File: src/rtl/sysref_lmfc_pkg.sv
package sysref_lmfc_pkg;

  // Octets carried per link clock on each lane.
  localparam int OCT_PER_CLK = 4;

  // Bit positions in the detection status word.
  localparam int ST_ALIGNED = 0;
  localparam int ST_IGNORED = 1;
  localparam int ST_PENDING = 2;
  localparam int ST_W       = 3;

  function automatic int mf_clks(input int k_frames, input int f_octets);
    return (k_frames * f_octets) / OCT_PER_CLK;
  endfunction

  function automatic int phase_bits(input int clks);
    return (clks > 1) ? $clog2(clks) : 1;
  endfunction

endpackage

File: src/rtl/sysref_pulse_gen.sv
module sysref_pulse_gen #(
  parameter int MF_CLKS = 8,
  parameter int PHASE_W = 3
) (
  input  logic clk,
  input  logic rst,
  output logic sysref_o
);
  localparam logic [PHASE_W-1:0] LAST = PHASE_W'(MF_CLKS - 1);

  logic [PHASE_W-1:0] gen_cnt;

  always_ff @(posedge clk) begin
    if (rst) begin
      gen_cnt  <= '0;
      sysref_o <= 1'b0;
    end else begin
      gen_cnt  <= (gen_cnt == LAST) ? '0 : gen_cnt + 1'b1;
      sysref_o <= (gen_cnt == LAST);
    end
  end

  // Pulse is a single clock wide.
  assert_pulse_width_R1: assert property (@(posedge clk) disable iff (rst)
    sysref_o |=> !sysref_o);

endmodule

File: src/rtl/sysref_edge_det.sv
module sysref_edge_det
  import sysref_lmfc_pkg::*;
(
  input  logic            clk,
  input  logic            rst,
  input  logic            sysref_i,
  input  logic            cont_i,
  input  logic            rearm_i,
  output logic            accept_o,
  output logic [ST_W-1:0] status_o
);
  logic sref_prev;
  logic rise_q;
  logic pending_q;
  logic ignored_q;
  logic aligned_q;

  always_ff @(posedge clk) begin
    if (rst) begin
      sref_prev <= 1'b0;
      rise_q    <= 1'b0;
    end else begin
      sref_prev <= sysref_i;
      rise_q    <= sysref_i & ~sref_prev;
    end
  end

  assign accept_o = rise_q & (pending_q | cont_i);

  always_ff @(posedge clk) begin
    if (rst) begin
      pending_q <= 1'b1;
      ignored_q <= 1'b0;
      aligned_q <= 1'b0;
    end else if (rearm_i) begin
      pending_q <= 1'b1;
      ignored_q <= 1'b0;
      aligned_q <= 1'b0;
    end else if (accept_o) begin
      pending_q <= 1'b0;
      aligned_q <= 1'b1;
    end else if (rise_q && !cont_i) begin
      ignored_q <= 1'b1;
    end
  end

  always_comb begin
    status_o             = '0;
    status_o[ST_PENDING] = pending_q;
    status_o[ST_IGNORED] = ignored_q;
    status_o[ST_ALIGNED] = aligned_q;
  end

  // An accepted edge must follow a high SYSREF sample.
  assert_accept_follows_pulse_R3: assert property (@(posedge clk) disable iff (rst)
    accept_o |-> $past(sysref_i));

  // The pending flag clears on the accepting edge unless re-armed.
  assert_pending_clears_R9: assert property (@(posedge clk) disable iff (rst)
    (accept_o && !rearm_i) |=> !status_o[ST_PENDING]);

  // Re-arm restores the pending-only status word.
  assert_rearm_status_R11: assert property (@(posedge clk) disable iff (rst)
    rearm_i |=> (status_o == 3'b100));

endmodule

File: src/rtl/lmfc_counter.sv
module lmfc_counter #(
  parameter int MF_CLKS = 8,
  parameter int PHASE_W = 3
) (
  input  logic               clk,
  input  logic               rst,
  input  logic               accept_i,
  input  logic [PHASE_W-1:0] ofs_i,
  output logic [PHASE_W-1:0] phase_o,
  output logic               edge_o
);
  localparam logic [PHASE_W-1:0] LAST = PHASE_W'(MF_CLKS - 1);

  logic [PHASE_W-1:0] ofs_eff;
  logic [PHASE_W-1:0] phase_nxt;

  assign ofs_eff = (ofs_i > LAST) ? LAST : ofs_i;

  always_comb begin
    if (accept_i)
      phase_nxt = ofs_eff;
    else if (phase_o == LAST)
      phase_nxt = '0;
    else
      phase_nxt = phase_o + 1'b1;
  end

  always_ff @(posedge clk) begin
    if (rst) begin
      phase_o <= '0;
      edge_o  <= 1'b1;
    end else begin
      phase_o <= phase_nxt;
      edge_o  <= (phase_nxt == '0);
    end
  end

  // The clamped offset stays inside the multiframe.
  always_comb begin
    assert_ofs_in_range_R6: assert (ofs_eff <= LAST);
  end

  // Realignment loads the offset presented with the accept.
  assert_realign_R3: assert property (@(posedge clk) disable iff (rst)
    accept_i |=> (phase_o == $past(ofs_eff)));

  // Free-running wrap at the end of the multiframe.
  assert_wrap_R8: assert property (@(posedge clk) disable iff (rst)
    (!accept_i && phase_o == LAST) |=> (phase_o == '0));

  // Boundary strobe coincides with phase zero.
  assert_boundary_R7: assert property (@(posedge clk) disable iff (rst)
    edge_o |-> (phase_o == '0));

endmodule

File: src/rtl/sysref_lmfc_gen.sv
module sysref_lmfc_gen
  import sysref_lmfc_pkg::*;
#(
  parameter int K_FRAMES = 32,
  parameter int F_OCTETS = 1,
  localparam int MF_CLKS = mf_clks(K_FRAMES, F_OCTETS),
  localparam int PHASE_W = phase_bits(MF_CLKS)
) (
  input  logic               clk,
  input  logic               rst,
  input  logic               cont_mode_i,
  input  logic [PHASE_W-1:0] lmfc_ofs_i,
  input  logic               rearm_i,
  output logic               sysref_o,
  output logic               lmfc_edge_o,
  output logic [PHASE_W-1:0] lmfc_phase_o,
  output logic [ST_W-1:0]    det_status_o
);
  generate
    if ((K_FRAMES * F_OCTETS) % OCT_PER_CLK != 0) begin : g_bad_ratio
      $error("multiframe octet count must be a multiple of the octets per link clock");
    end
    if (MF_CLKS < 2) begin : g_bad_len
      $error("multiframe must span at least two link clocks");
    end
  endgenerate

  logic accept;

  sysref_pulse_gen #(
    .MF_CLKS (MF_CLKS),
    .PHASE_W (PHASE_W)
  ) u_pulse (
    .clk      (clk),
    .rst      (rst),
    .sysref_o (sysref_o)
  );

  sysref_edge_det u_edge (
    .clk      (clk),
    .rst      (rst),
    .sysref_i (sysref_o),
    .cont_i   (cont_mode_i),
    .rearm_i  (rearm_i),
    .accept_o (accept),
    .status_o (det_status_o)
  );

  lmfc_counter #(
    .MF_CLKS (MF_CLKS),
    .PHASE_W (PHASE_W)
  ) u_lmfc (
    .clk      (clk),
    .rst      (rst),
    .accept_i (accept),
    .ofs_i    (lmfc_ofs_i),
    .phase_o  (lmfc_phase_o),
    .edge_o   (lmfc_edge_o)
  );

  // In single mode no realignment happens while nothing is pending.
  assert_single_holds_R4: assert property (@(posedge clk) disable iff (rst)
    (!cont_mode_i && !det_status_o[ST_PENDING] && !rearm_i)
      |=> !det_status_o[ST_PENDING]);

endmodule

File: config.mk
export PLATFORM = sky130hd
export DESIGN_NAME = sysref_lmfc_gen
export DESIGN_NICKNAME = d
export VERILOG_FILES = /design/src/rtl/sysref_lmfc_pkg.sv /design/src/rtl/sysref_pulse_gen.sv /design/src/rtl/sysref_edge_det.sv /design/src/rtl/lmfc_counter.sv /design/src/rtl/sysref_lmfc_gen.sv
export SDC_FILE = /design/constraint.sdc
export NUM_CORES = 1
export LEC_CHECK = 0
export ABC_CLOCK_PERIOD_IN_PS = 1300
export BUFFER_PORTS_ARGS = -buffer_cell sky130_fd_sc_hd__buf_2
export CORE_AREA = 8 8 45 47
export DETAILED_ROUTE_END_ITERATION = 12
export DIE_AREA = 0 0 53 55
export HOLD_SLACK_MARGIN = 0.12
export PLACE_DENSITY = 0.64
export SYNTH_ARGS = -nofsm -noshare
export SYNTH_HDL_FRONTEND = slang
export SYNTH_HIERARCHICAL = 1
export SYNTH_SLANG_ARGS = --single-unit
File: constraint.sdc
create_clock -name clk -period 1.3 [get_ports clk]
set_input_delay 0.13 -clock clk [delete_from_list [all_inputs] [get_ports clk]]
set_output_delay 0.13 -clock clk [all_outputs]
set_load 0.1 [all_outputs]
==> reports/metrics.yaml, run 1 <==
drtIter0Drc: 2
synth_top_area_share_pct: 49.8
r2r_slack_ps: 120
cp_cell_sequence: "buf_2"
htreeDepth: 1
cts_tree: "built"
cts_resized: 0
wl_per_cell_um: 12.0
numCtsBuffers: 3
synth_compound_area_share_pct: 9.57
wirelength_um: 939
fp.dieArea_um2: 2920
final_cell_mix: "14 x buf_2, 9 x dfxtp_1, 5 x nor2_1, 4 x ha_1"
reg2reg_to: "u_lmfc/edge_o$_SDFF_PP1_"
required_ps: 1170
hold_path.class: "in2reg"
synth_fa_ha_area_share_pct: 9.57
cts.reportedPaths.clkPinSlew_ps: 80
worst_slew_pin_slew_ps: 494
grtUsageTotal_pct: 7.09
cts_buffer_depth: 2
fin_crit_sh_pct: 93.0
core_um2: 1380
syn_avg_cell_area_um2: 11.1
synth_warnings: 6
cts.sinks: 13
fin_setup_tns_ps: 0
cp.arrival_ps: 1080
maxCapViolations: 0
via_count: 358
antenna_found_initial: 0
p_per_area_nw_per_um2: 1350
rows: 14
syn_to_final_growth_pct: 19.6
crit_type: "reg2out"
ant_nets: 0
drc: 0
synth_cells: 47
grt_pass1_vias: 336
crit-reg2reg-launch: "u_lmfc/phase_o[0]$_SDFF_PP0_"
final_common_cell: "buf_2"
synth_area_um2: 523
initial_core_util_pct: 37.8
cp-end-kind: "primary output"
p_total_mw: 0.842
endpoint: "det_status_o[2]"
syn-num-nets: 58
rsz0062_at_grt: "no"
hold_viol_final: 0
synth-simple-area-share_pct: 21.3
overflow: 0
vias_per_cell: 4.59
cp-startpoint: "u_edge/pending_q$_SDFFE_PP1P_"
synth.distinct_cells: 17
grt_pass1_wl_um: 1410
nets: 74
slowest_stage: "buf_2"
layout_min_cycle_time_ps: 1210
slew_viol_final: 0
dieHeight_um: 55
leakage_nw: 0.295
worst-path-buf-inv: 1
io_buffer_count: 14
slew_headroom_pct: 67.3
ios: 15
crit_family: "buffers and inverters"
ff2ff_path_depth: 3
grt_max_degree: 11
clk_latency_ps: 280
drtPass1Iterations: 4
status: "finished, final reports clean"
synth_area_leaders: "dfxtp_1 50%, ha_1 9.6%, nor4b_4 4.5%"
max-vdd-ir-drop_v: 0.000465
synth_xor_area_share_pct: 0
finClkSkew_ps: 5.08
root_buffer: "clkbuf_4"
ys_ff_latch: 13
setup_violations: 0
ys_seq_area_share_pct: 49.8
layout-drive-gt1-share_pct: 38.7
crit_fanout: 4
synth_top_family_by_area: "simple AND/OR/NAND/NOR gates"
crit_path_max_incr_delay_ps: 440
antenna_cells: 0
fill_cells: 139
die_w_um: 53
cp.depth: 1
muxShareOfSynthArea_pct: 1.91
worstSetupStartpointType: "register"
fmax_ghz: 0.827
synth.largest_area_cell: "dfxtp_1"
gp_congestion: 0.806
-- report_power, final --
part | switching [mW] | leakage [nW] | internal (mW)
Combinational | 0.121 | 0.172 | 0.0419
Clock | 0.132 | 0.0150 | 0.119
Sequential | 0.00979 | 0.109 | 0.418
Total | 0.263 | 0.295 | 0.579
-- cells by family after synthesis --
| logic type | after synthesis |
|---|---|
| simple gates | 15 |
| flops | 13 |
| compound gates | 8 |
| buf+inv | 6 |
| fa+ha+maj | 4 |
| mux | 1 |
-- Yosys cell counts, drive strengths merged --
cell / n
nor4b: 1
buf: 4
nor3: 2
dfxtp: 13
nor3b: 4
mux2i: 1
nor2: 5
inv: 2
a21oi: 3
o21ai: 1
nor2b: 3
o21a: 3
o31ai: 1
ha: 4
-- registers in the layout (all words and copies together), names as in the netlist --
register          flops
u_edge/aligned_q      1
u_edge/pending_q      1
u_pulse/gen_cnt       3
u_edge/sref_prev      1
u_edge/rise_q         1
u_edge/ignored_q      1
u_pulse/sysref_o      1
u_lmfc/phase_o        3
u_lmfc/edge_o         1
-- worst reg2reg max path: cells and delay by family, from the launching register on --
family,cells,cell delay [ps]
compound gates,1,240
fa+ha+maj,2,490
flops,1,360
-- area by class of cell --
| class | instances | area [um^2] | area share (%) |
|---|---|---|---|
| clock buffer | 4 | 26.3 | 4.20 |
| inverter | 2 | 7.51 | 1.20 |
| multi-input combinational | 28 | 221 | 35.4 |
| sequential | 13 | 270 | 43.2 |
| tap | 16 | 20.0 | 3.20 |
| timing repair buffer | 15 | 80.1 | 12.8 |
-- how the worst min path moves through the flow --
stage / slack (ps) / start / end / depth (start not counted)
CTS: 130 / lmfc_ofs_i[0] / u_lmfc/phase_o[0]$_SDFF_PP0_ / 3
floorplan: 190 / rst / u_lmfc/phase_o[0]$_SDFF_PP0_ / 1
global placement: 370 / rearm_i / u_edge/pending_q$_SDFFE_PP1P_ / 3
global route: 130 / lmfc_ofs_i[2] / u_lmfc/phase_o[2]$_SDFF_PP0_ / 3
detailed placement: 380 / u_edge/sref_prev$_SDFF_PP0_ / u_edge/rise_q$_SDFF_PP0_ / 1
finish: 140 / lmfc_ofs_i[2] / u_lmfc/phase_o[2]$_SDFF_PP0_ / 3
-- metrics by stage --
stage	util, %	std cells	setup slack, ps	hold slack (ps)	area [um^2]
after global placement	42.6	73	156	367	589
final	45.2	78	90.7	137	626
after CTS	45.2	78	68.8	130	626
after floorplan	-	47	43.4	193	533
after detailed placement	42.6	73	129	378	589
after global routing	45.2	78	18.0	129	626
-- repair_timing --
action	in CTS	in global routing
hold buffers	1	0
endpoints found under the hold margin	3	0
endpoints found under the setup margin	0	0
setup buffers	0	0
-- routing by layer --
metal  global-route usage [%]  vias to the layer above  routed length (um)  part of all wire (%)
met5                        0                        -                   0                     0
met4                     7.76                        0                  25                   2.7
met3                     3.74                        4                  95                    10
met2                     9.77                       10                 421                    45
met1                     7.25                      155                 396                    42
li1                         -                      189                   -                     -
Power figures use the tool's default switching activity.
==> run 2, diff against run 1 <==
- ABC_CLOCK_PERIOD_IN_PS: 1300 -> 1550
- clock period: 1.3 -> 1.55 ns (I/O delays scaled with it)
==> run 2 against run 1 <==
Clock power down 24%. Cell count unchanged. Critical endpoint unchanged. Wire length down 8.6%. Highest routed layer is now met3. Die area unchanged. Non-clock buffer count unchanged. Clock skew down 3.1 ps. Critical path depth unchanged. Setup slack better by 230 ps. Combinational power down 16%. Critical path type unchanged. Power down 18%. Hold slack better by 36 ps. Sequential share of layout area down 0.57 points.
==> reports/metrics.yaml, run 2 (synthesis results as in run 1) <==
maxCapViolations: 0
post-route-util_pct: 44.8
reg2reg_to: "u_lmfc/phase_o[0]$_SDFF_PP0_"
layout-drive-gt1-share_pct: 37.1
crit_family: "buffers and inverters"
p_per_area_nw_per_um2: 1110
max-vdd-ir-drop_v: 0.000450
crit_type: "reg2out"
syn_to_final_growth_pct: 18.4
fmax_ghz: 0.815
grtUsageTotal_pct: 6.53
dieHeight_um: 55
min_path_cells: 3
crit_path_max_incr_delay_ps: 440
finClkSkew_ps: 1.98
cts.reportedPaths.clkPinSlew_ps: 70
leakage_nw: 0.294
grt_max_degree: 11
layout_min_cycle_time_ps: 1230
initial_core_util_pct: 37.8
drtPass1Iterations: 3
grt_pass1_wl_um: 1370
hold_slack_ps: 173
rows: 14
p_total_mw: 0.689
grt_pass1_vias: 347
root_buffer: "clkbuf_4"
cp.arrival_ps: 1070
post_cts_buffers: 0
slew_viol_final: 0
r2r_slack_ps: 380
crit_fanout: 4
drtIter0Drc: 6
nets: 74
final_common_cell: "buf_2"
fin_crit_sh_pct: 79.2
htreeDepth: 1
vias_per_cell: 4.63
cp-end-kind: "primary output"
largest_registers: "u_lmfc/phase_o x3, u_pulse/gen_cnt x3"
fin_setup_tns_ps: 0
crit-reg2reg-launch: "u_lmfc/phase_o[0]$_SDFF_PP0_"
hold_viol_final: 0
rsz0062_at_grt: "no"
hold_path.class: "in2reg"
dp_cells: 73
slew_headroom_pct: 67.4
worst_slew_pin_slew_ps: 493
stdcell_area_um2: 619
place_hpwl_um: 708
drc: 0
io_buffer_count: 14
cp.depth: 1
ff2ff_path_depth: 5
setup_slack_ps: 323
cts_tree: "built"
status: "finished, final reports clean"
required_ps: 1390
via_count: 361
cts.sinks: 13
antenna_found_initial: 0
setup_violations: 0
ios: 15
antenna_cells: 0
hold_path_end: "u_lmfc/phase_o[1]$_SDFF_PP0_"
numCtsBuffers: 3
place_area_um2: 583
slowest_stage: "buf_2"
pre_cts_slack_ps: 370
clk_latency_ps: 260
die_w_um: 53
final_cell_mix: "14 x buf_2, 10 x dfxtp_1, 5 x nor2_1, 4 x ha_1"
core_um2: 1380
cp_cell_sequence: "buf_2"
wirelength_um: 858
ant_nets: 0
gp_congestion: 0.682
cts_buffer_depth: 2
fp.dieArea_um2: 2920
worst-path-buf-inv: 1
hp-start: "lmfc_ofs_i[1]"
overflow: 0
wl_per_cell_um: 11.0
worstSetupStartpointType: "register"
fin_cells: 78
==> run 2: cell counts in the layout (fill, tap and decap cells not counted) <==
Identical to the previous run, type by type.
==> run 2: worst max-delay path by stage <==
stage,startpoint,end,slack (ps)
after floorplan,u_lmfc/phase_o[0]$_SDFF_PP0_,u_lmfc/phase_o[0]$_SDFF_PP0_,120
after global placement,u_edge/pending_q$_SDFFE_PP1P_,u_lmfc/edge_o$_SDFF_PP1_,410
after detailed placement,u_lmfc/phase_o[0]$_SDFF_PP0_,u_lmfc/phase_o[0]$_SDFF_PP0_,370
after CTS,u_edge/pending_q$_SDFFE_PP1P_,det_status_o[2],310
after global routing,u_edge/pending_q$_SDFFE_PP1P_,det_status_o[2],280
final,u_edge/pending_q$_SDFFE_PP1P_,det_status_o[2],320
==> run 2: layer usage <==
layer	routed length, um	GRT usage (%)
met5	0	0
met4	0	1.29
met3	92	4.81
met2	413	11.1
met1	352	6.32
==> run 2: layout make-up <==
class / count / area, um^2
Clock buffer: 4 / 26.3
Tap cell: 16 / 20.0
Fill cell: 131 / 764
Multi-Input combinational cell: 28 / 221
Sequential cell: 13 / 264
Inverter: 2 / 7.51
Timing Repair Buffer: 15 / 80.1
==> run 2: what timing repair did <==
action / CTS / global route
hold endpoints to repair: 1 / 0
hold buffers: 1 / 0
gates resized for setup: 0 / 0
==> run 2: report_power, final <==
group          internal, mW  switching, mW  total (mW)
sequential            0.352        0.00860       0.361
combinational        0.0352          0.102       0.137
clock                0.0994         0.0924       0.192
total                 0.487          0.203       0.689
==> run 3, diff against run 2 <==
- ABC_CLOCK_PERIOD_IN_PS: 1550 -> 1120
- PLACE_DENSITY: 0.64 -> 0.67
- clock period: 1.55 -> 1.12 ns (I/O delays scaled with it)
==> run 3 against run 2 <==
Largest cell class unchanged. Sequential share of layout area decreased by 8.7 points. Critical path depth grew 2. Critical endpoint is now u_lmfc/edge_o$_SDFF_PP1_. Critical path type is now reg2reg. Register-to-register slack lost 360 ps. Sequential power increased by 39%. Die area is the same. Cell count up 5.1%. Clock skew grew 6.9 ps. Via count rose by 6.1%. Setup slack worse by 300 ps.
==> reports/metrics.yaml, run 3 (synthesis results as in run 1) <==
status: "finished, final reports clean"
grt_max_degree: 11
max-vdd-ir-drop_v: 0.000721
stdcell_area_um2: 805
wirelength_um: 1020
overflow: 0
ff2ff_path_depth: 3
worstSetupStartpointType: "register"
place_area_um2: 744
slew_viol_final: 0
cts_tree: "built"
antenna_cells: 0
numCtsBuffers: 3
crit_top_cell: "ha_4"
antenna_found_initial: 0
crit_family: "adder cells"
die_w_um: 53
maxCapViolations: 0
min_path_cells: 2
cp.depth: 3
dieHeight_um: 55
fmax_ghz: 0.909
dp_cells: 74
rsz0062_at_grt: "no"
fin_cells: 82
crit_path_max_incr_delay_ps: 360
layout_min_cycle_time_ps: 1100
worst-path-buf-inv: 0
crit_type: "reg2reg"
cp_cell_sequence: "ha_4 -> ha_4 -> o31ai_1"
setup_slack_ps: 20.1
grt_pass1_vias: 372
cts.reportedPaths.clkPinSlew_ps: 80
drc: 0
finClkSkew_ps: 8.91
final_common_cell: "dfxtp_1"
grtUsageTotal_pct: 7.30
pre_cts_slack_ps: 12.0
wl_per_cell_um: 12.4
ios: 15
leakage_nw: 0.343
fp.dieArea_um2: 2920
core_um2: 1380
place_hpwl_um: 751
cts.sinks: 13
layout-drive-gt1-share_pct: 47.0
fill_cells: 122
drtPass1Iterations: 4
hold_path.class: "in2reg"
slowest_stage: "dfxtp_4"
root_buffer: "clkbuf_4"
required_ps: 1290
syn_to_final_growth_pct: 53.8
cts_buffer_depth: 2
hold_viol_final: 0
largest_registers: "u_lmfc/phase_o x3, u_pulse/gen_cnt x3"
htreeDepth: 1
final_cell_mix: "9 x dfxtp_1, 8 x buf_12, 6 x buf_2, 5 x nor2_1, 4 x buf_4"
p_per_area_nw_per_um2: 1300
setup_violations: 0
crit_fanout: 2
grt_pass1_wl_um: 1520
drtIter0Drc: 3
initial_core_util_pct: 37.8
rows: 14
via_count: 383
cp-end-kind: "register"
worst_slew_pin_slew_ps: 247
gp_congestion: 0.740
slew_headroom_pct: 83.4
nets: 78
cp.arrival_ps: 1270
ant_nets: 0
io_buffer_count: 14
clk_latency_ps: 270
fin_crit_sh_pct: 98.2
vias_per_cell: 4.67
[run 3: cell type report]
type | count | area (um^2) | area share (%)
tap | 16 | 20.0 | 2.49
timing repair buffer | 19 | 230 | 28.6
clock buffer | 4 | 26.3 | 3.27
sequential | 13 | 273 | 33.9
multi-input combinational | 28 | 248 | 30.8
inverter | 2 | 7.51 | 0.933
[run 3: worst reg2reg max path, cell delays in order (launching register included)]
cell and delay, ps:
dfxtp_4 360, ha_4 160, ha_4 210, o31ai_1 280
[run 3: timing repair]
action                                  in CTS  in global routing
endpoints found under the hold margin        3                  0
gates resized for setup                      1                  0
endpoints found under the setup margin       1                  3
buffers inserted                             0                  3
pin swaps                                    0                  2
hold buffers                                 1                  0
[run 3: per-layer routing]
metal / track usage, % / routed length [um] / up-vias
met5: 0 / 0 / -
met4: 6.47 / 15 / 0
met3: 2.94 / 70 / 2
met2: 11.5 / 538 / 7
met1: 7.40 / 391 / 176
li1: - / - / 198
[run 3: where the power goes]
group	internal [mW]	total, mW	switching, mW
Clock	0.138	0.282	0.144
Sequential	0.485	0.503	0.0181
Combinational	0.111	0.264	0.152
[run 3: path summary, 6_finish.rpt]
path	end	from	slack [ps]
worst max-delay path	u_lmfc/edge_o$_SDFF_PP1_	u_lmfc/phase_o[1]$_SDFF_PP0_	20
worst min-delay path	u_lmfc/phase_o[0]$_SDFF_PP0_	rst	120
worst max register to register	u_lmfc/edge_o$_SDFF_PP1_	u_lmfc/phase_o[1]$_SDFF_PP0_	20
worst min register to register	u_edge/rise_q$_SDFF_PP0_	u_edge/sref_prev$_SDFF_PP0_	400
[run 3: stage by stage]
| step | setup TNS, ps | utilization [%] | power, mW | hold WS [ps] |
|---|---|---|---|---|
| detailed placement | 0 | 53.8 | 0.760 | 344 |
| floorplan | -236 | - | 0.662 | 175 |
| finish | 0 | 58.1 | 1.05 | 120 |
| global route | 0 | 58.1 | 1.10 | 143 |
| CTS | 0 | 56.5 | 1.04 | 121 |
| global placement | 0 | 53.8 | 0.755 | 337 |
